File: src/rtl/gshare_pkg.sv
package gshare_pkg;
  typedef logic [1:0] ctr_t;

  localparam ctr_t CTR_SNT = 2'b00;
  localparam ctr_t CTR_WNT = 2'b01;
  localparam ctr_t CTR_WT  = 2'b10;
  localparam ctr_t CTR_ST  = 2'b11;

  function automatic ctr_t ctr_step(ctr_t c, logic taken);
    if (taken) return (c == CTR_ST)  ? c : c + 2'd1;
    else       return (c == CTR_SNT) ? c : c - 2'd1;
  endfunction
endpackage

File: src/rtl/gshare_hist.sv
module gshare_hist #(
  parameter int HIST_W = 8
) (
  input  logic              clk_i,
  input  logic              rst_ni,
  input  logic              shift_i,
  input  logic              taken_i,
  output logic [HIST_W-1:0] hist_o
);
  logic [HIST_W-1:0] hist_q;

  always_ff @(posedge clk_i or negedge rst_ni) begin
    if (!rst_ni)      hist_q <= '0;
    else if (shift_i) hist_q <= {hist_q[HIST_W-2:0], taken_i};
  end

  assign hist_o = hist_q;

  assert_hist_shift_R6: assert property (@(posedge clk_i) disable iff (!rst_ni)
    shift_i |=> (hist_o[0] == $past(taken_i)) &&
                (hist_o[HIST_W-1:1] == $past(hist_o[HIST_W-2:0])));

  assert_hist_hold_R9: assert property (@(posedge clk_i) disable iff (!rst_ni)
    !shift_i |=> $stable(hist_o));
endmodule

File: src/rtl/gshare_pht.sv
module gshare_pht
  import gshare_pkg::*;
#(
  parameter int IDX_W = 8
) (
  input  logic             clk_i,
  input  logic             rst_ni,
  input  logic [IDX_W-1:0] rd_idx_i,
  output ctr_t             rd_ctr_o,
  input  logic             we_i,
  input  logic [IDX_W-1:0] wr_idx_i,
  input  logic             wr_taken_i
);
  localparam int DEPTH = 1 << IDX_W;

  ctr_t cnt [DEPTH];

  for (genvar g = 0; g < DEPTH; g++) begin : g_entry
    localparam ctr_t RST_VAL = (g % 2 == 1) ? CTR_WT : CTR_WNT;
    ctr_t e_q;
    always_ff @(posedge clk_i or negedge rst_ni) begin
      if (!rst_ni) e_q <= RST_VAL;
      else if (we_i && (wr_idx_i == IDX_W'(g))) e_q <= ctr_step(e_q, wr_taken_i);
    end
    assign cnt[g] = e_q;
  end

  // Read sees the stored value; a same-cycle write lands at the edge.
  assign rd_ctr_o = cnt[rd_idx_i];

  // Write tracker for the assertions below.
  logic             chk_we_q, chk_tk_q;
  logic [IDX_W-1:0] chk_idx_q;
  ctr_t             chk_old_q;

  always_ff @(posedge clk_i or negedge rst_ni) begin
    if (!rst_ni) begin
      chk_we_q  <= 1'b0;
      chk_tk_q  <= 1'b0;
      chk_idx_q <= '0;
      chk_old_q <= CTR_SNT;
    end else begin
      chk_we_q  <= we_i;
      chk_tk_q  <= wr_taken_i;
      chk_idx_q <= wr_idx_i;
      chk_old_q <= cnt[wr_idx_i];
    end
  end

  assert_ctr_inc_R4: assert property (@(posedge clk_i) disable iff (!rst_ni)
    (chk_we_q && chk_tk_q && chk_old_q != CTR_ST) |-> cnt[chk_idx_q] == chk_old_q + 2'd1);

  assert_ctr_dec_R4: assert property (@(posedge clk_i) disable iff (!rst_ni)
    (chk_we_q && !chk_tk_q && chk_old_q != CTR_SNT) |-> cnt[chk_idx_q] == chk_old_q - 2'd1);

  assert_sat_high_R5: assert property (@(posedge clk_i) disable iff (!rst_ni)
    (chk_we_q && chk_tk_q && chk_old_q == CTR_ST) |-> cnt[chk_idx_q] == CTR_ST);

  assert_sat_low_R5: assert property (@(posedge clk_i) disable iff (!rst_ni)
    (chk_we_q && !chk_tk_q && chk_old_q == CTR_SNT) |-> cnt[chk_idx_q] == CTR_SNT);
endmodule

File: src/rtl/gshare_predictor.sv
module gshare_predictor
  import gshare_pkg::*;
#(
  parameter int HIST_W = 8
) (
  input  logic              clk_i,
  input  logic              rst_ni,
  input  logic [HIST_W+1:2] pred_pc_i,
  output logic              pred_taken_o,
  output logic [1:0]        pred_ctr_o,
  output logic [HIST_W-1:0] pred_idx_o,
  input  logic              upd_valid_i,
  input  logic [HIST_W-1:0] upd_idx_i,
  input  logic              upd_taken_i,
  output logic [HIST_W-1:0] ghist_o
);
  localparam int IDX_W = HIST_W;

  logic [HIST_W-1:0] ghist;
  logic [IDX_W-1:0]  lk_idx;
  ctr_t              lk_ctr;

  gshare_hist #(.HIST_W(HIST_W)) u_hist (
    .clk_i   (clk_i),
    .rst_ni  (rst_ni),
    .shift_i (upd_valid_i),
    .taken_i (upd_taken_i),
    .hist_o  (ghist)
  );

  assign lk_idx = pred_pc_i ^ ghist;

  gshare_pht #(.IDX_W(IDX_W)) u_pht (
    .clk_i      (clk_i),
    .rst_ni     (rst_ni),
    .rd_idx_i   (lk_idx),
    .rd_ctr_o   (lk_ctr),
    .we_i       (upd_valid_i),
    .wr_idx_i   (upd_idx_i),
    .wr_taken_i (upd_taken_i)
  );

  assign pred_idx_o   = lk_idx;
  assign pred_ctr_o   = lk_ctr;
  assign pred_taken_o = lk_ctr[1];
  assign ghist_o      = ghist;
endmodule

File: config.mk
export PLATFORM = sky130hd
export DESIGN_NAME = gshare_predictor
export DESIGN_NICKNAME = d
export VERILOG_FILES = /design/src/rtl/gshare_pkg.sv /design/src/rtl/gshare_hist.sv /design/src/rtl/gshare_pht.sv /design/src/rtl/gshare_predictor.sv
export SDC_FILE = /design/constraint.sdc
export NUM_CORES = 2
export LEC_CHECK = 0
export ABC_AREA = 1
export BUFFER_PORTS_ARGS = -buffer_cell sky130_fd_sc_hd__buf_2
export CORE_MARGIN = 3
export CORE_UTILIZATION = 69
export DETAILED_ROUTE_END_ITERATION = 8
export PLACE_DENSITY_LB_ADDON = 0.3
export SLEW_MARGIN = 15
export SYNTH_ARGS = -nofsm -noshare
export SYNTH_HDL_FRONTEND = slang
export SYNTH_SLANG_ARGS = --single-unit
File: constraint.sdc
create_clock -name clk_i -period 4.6 [get_ports clk_i]
set_input_delay 0.92 -clock clk_i [delete_from_list [all_inputs] [get_ports clk_i]]
set_output_delay 0.92 -clock clk_i [all_outputs]
set_load 0.005 [all_outputs]
==> flow_summary.toml <==
[critical_path]
startpoint_type = "register"
crit_family = "simple AND/OR/NAND/NOR gates"
r2r.worst_path.cells = 5
crit_path_max_fanout = 56
required_ns = 3.68
crit_path_cell_trace = "xnor2_2 > buf_12 > buf_12 > nand3_1 > nand3_1 > nand3_1 > nand3_1 > nand3_1 > nand3_1 > nand3_1 > nand2_1 > buf_2"
reg2reg_from = "u_pht.g_entry[92].e_q[0]$_DFFE_PN1P_"
cp_data_arrival_time_ns = 3.40
crit_top_cell = "nand3_1"
crit_path_end_kind = "output pin"
reg2reg_to = "u_pht.g_entry[92].e_q[0]$_DFFE_PN1P_"
r2r_slack_ns = 3.42
crit_type = "register to output pin"
critPathSlowestCell = "dfrtp_1"
cpPeakStageDelay_ns = 0.55
path_buf_inv = 3

[floorplan]
dieWidth_um = 218
core_area_sq_mm = 0.0443
initial_core_util = 0.700
io_pins = 39
core.rowCount = 77
die_y_um = 218
die-area_sq_mm = 0.0475

[cells_and_area]
regArea_sq_mm = 0.0133
syn_to_final_growth_pct = 8.45
multi_input_area_sq_mm = 0.0146
final_layout_size_suffix_gt1_frac = 0.117
finalNetCount = 4230
fillers = 3304

[timing]
rsz0062_at_grt = "no"
hold_viol = 0
finalSetupTns_ns = 0
drv_slew = 0
fin_crit_ns = 4.32
fmax_mhz = 231
fin_crit_sh = 0.940
relSlewSlack = 0.283
fin_worst_skew_ns = 0.0112
tightest_slew_ns = 1.07
final.setup.worst_slack_ns = 0.278
setup_viol = 0

[clock_tree]
cts_resized = 0
path_clk_slew_ns = 0.06
cts-root-buf = "clkbuf_16"
h-tree-depth = 2
hold_buffers = 0
ctsLongestPathBuffers = 3
cts_setup_buffers = 0
clock-sinks = 520
cts_tree = "done"
numCtsBuffers = 55
clk_latency_ns = 0.61

[power_and_ir_drop]
ir_drop_v = 0.000326
p_comb_frac = 0.185
p_int_w = 0.00821
clkPwrFrac = 0.382
power_frac_seq = 0.433
p_per_area_mw_per_mm2 = 352
switching_share = 0.308
p_sw_w = 0.00365
leakage_nw = 14.2

[yosys]
synth-seq-cells = 520
syn_avg_cell_area_sq_um = 7.26
yosysSeqAreaShare = 0.430
synth_nets = 4293
synth_cell_types = 28
yosys_warnings = 0
synthesis.instances = 4273
synth_area_sq_mm = 0.0310

[placed_design]
hpwl_um = 59800
pre_cts_ws_ns = 0.476
io_buffers = 38
gp_congestion = 0.966

[route]
ant_nets = 0
via_per_inst = 6.50
wl_per_cell_um = 19.4
vias = 31500
drc_errors = 0
dr.pass1.iters = 6
first_iter_violations = 4103
routed_wl_um = 94000

[grt]
grt_start_max_net_pins = 175
grt.total_usage = 0.391
grt_overflow_total = 0
grt_pass1_vias = 28900
grt_pass1_wl_um = 150000
antenna_found_initial = 2

[flow_run]
maxCapViolations = 0

[run_status]
status = "finished, final reports clean"

[hold_path]
hold_class = "primary input to asynchronous set/reset pin"
## logic make-up after synthesis
kind of cell,after synthesis,share of synthesized area
AOI/OAI and AO/OA,1438,0.255
xor gates and xnor gates,8,0.00250
buffers and inverters,792,0.101
DFF,520,0.430
and+or+nand+nor,1515,0.211
## through the flow
step | power [W] | cells | area [sq um] | util | hold slack, ns
after floorplan | 0.00650 | 4273 | 31000 | - | 0.461
after global placement | 0.00725 | 4745 | 31800 | 0.718 | 0.476
after detailed placement | 0.00730 | 4745 | 31800 | 0.718 | 0.479
after CTS | 0.0118 | 4848 | 33600 | 0.759 | 0.348
after global routing | 0.0123 | 4848 | 33600 | 0.759 | 0.387
final | 0.0119 | 4849 | 33600 | 0.759 | 0.326
## worst max-delay path by stage
stage                            startpoint             to  slack (ns)  depth (start not counted)
2_1_floorplan                  pred_pc_i[2]  pred_ctr_o[1]        1.39                         15
3_3_place_gp                   pred_pc_i[2]   pred_taken_o        0.54                         15
3_5_place_dp                   pred_pc_i[2]  pred_ctr_o[1]        0.48                         15
4_1_cts        u_hist.hist_o[1]$_DFFE_PN0P_  pred_ctr_o[1]        0.41                         12
5_1_grt        u_hist.hist_o[0]$_DFFE_PN0P_   pred_taken_o        0.19                         15
6_report       u_hist.hist_o[1]$_DFFE_PN0P_  pred_ctr_o[1]        0.28                         12
## layout make-up
cell class | count | share of cell area
Multi-Input combinational cell | 2961 | 0.435
Sequential cell | 520 | 0.396
Inverter | 567 | 0.0635
Clock buffer | 93 | 0.0506
Timing Repair Buffer | 105 | 0.0290
Tap cell | 592 | 0.0220
Clock inverter | 10 | 0.00372
Antenna cell | 1 | 0.0000744
## power by group through the flow
stage | Combinational, W | Clock [W] | Sequential (W)
3_3_place_gp | 0.00207 | 0 | 0.00517
6_report | 0.00220 | 0.00453 | 0.00513
4_1_cts | 0.00213 | 0.00456 | 0.00512
2_1_floorplan | 0.00138 | 0 | 0.00513
5_1_grt | 0.00237 | 0.00474 | 0.00516
3_5_place_dp | 0.00211 | 0 | 0.00519
## Yosys cell counts (all sizes together)
master | number | area, sq um
o22ai | 111 | 694
a211oi | 102 | 766
clkbuf | 119 | 447
dfstp | 256 | 6730
o211ai | 126 | 946
nor2 | 195 | 817
a21oi | 212 | 1060
buf | 106 | 561
nand3 | 497 | 2490
o31ai | 7 | 52.6
o21ai | 880 | 4400
xor2 | 1 | 8.76
clkinv | 4 | 15.0
nand2 | 712 | 2690
dfrtp | 264 | 6610
xnor2 | 7 | 68.8
nor3 | 111 | 556
inv | 563 | 2110
## registers in the layout, summed over array words and instances (netlist names)
signal / count
u_pht.g_entry.e_q: 512
u_hist.hist_o: 8
## metal layers
metal | part of all wire | global-route usage
met5 | 0.00024 | 0
met4 | 0.068 | 0.239
met3 | 0.12 | 0.0974
met2 | 0.43 | 0.591
met1 | 0.38 | 0.511
## cells in the final DEF (no fill, tap or decap), types with 126 or more instances in the layout
cell	Yosys	layout
o21ai_0	873	873
inv_1	547	545
nor2_1	169	168
o211ai_1	126	126
a21oi_1	212	212
nand3_1	497	497
nand2_1	707	707
dfstp_2	256	256
dfrtp_1	264	264
(Power assumes the default switching activity.)
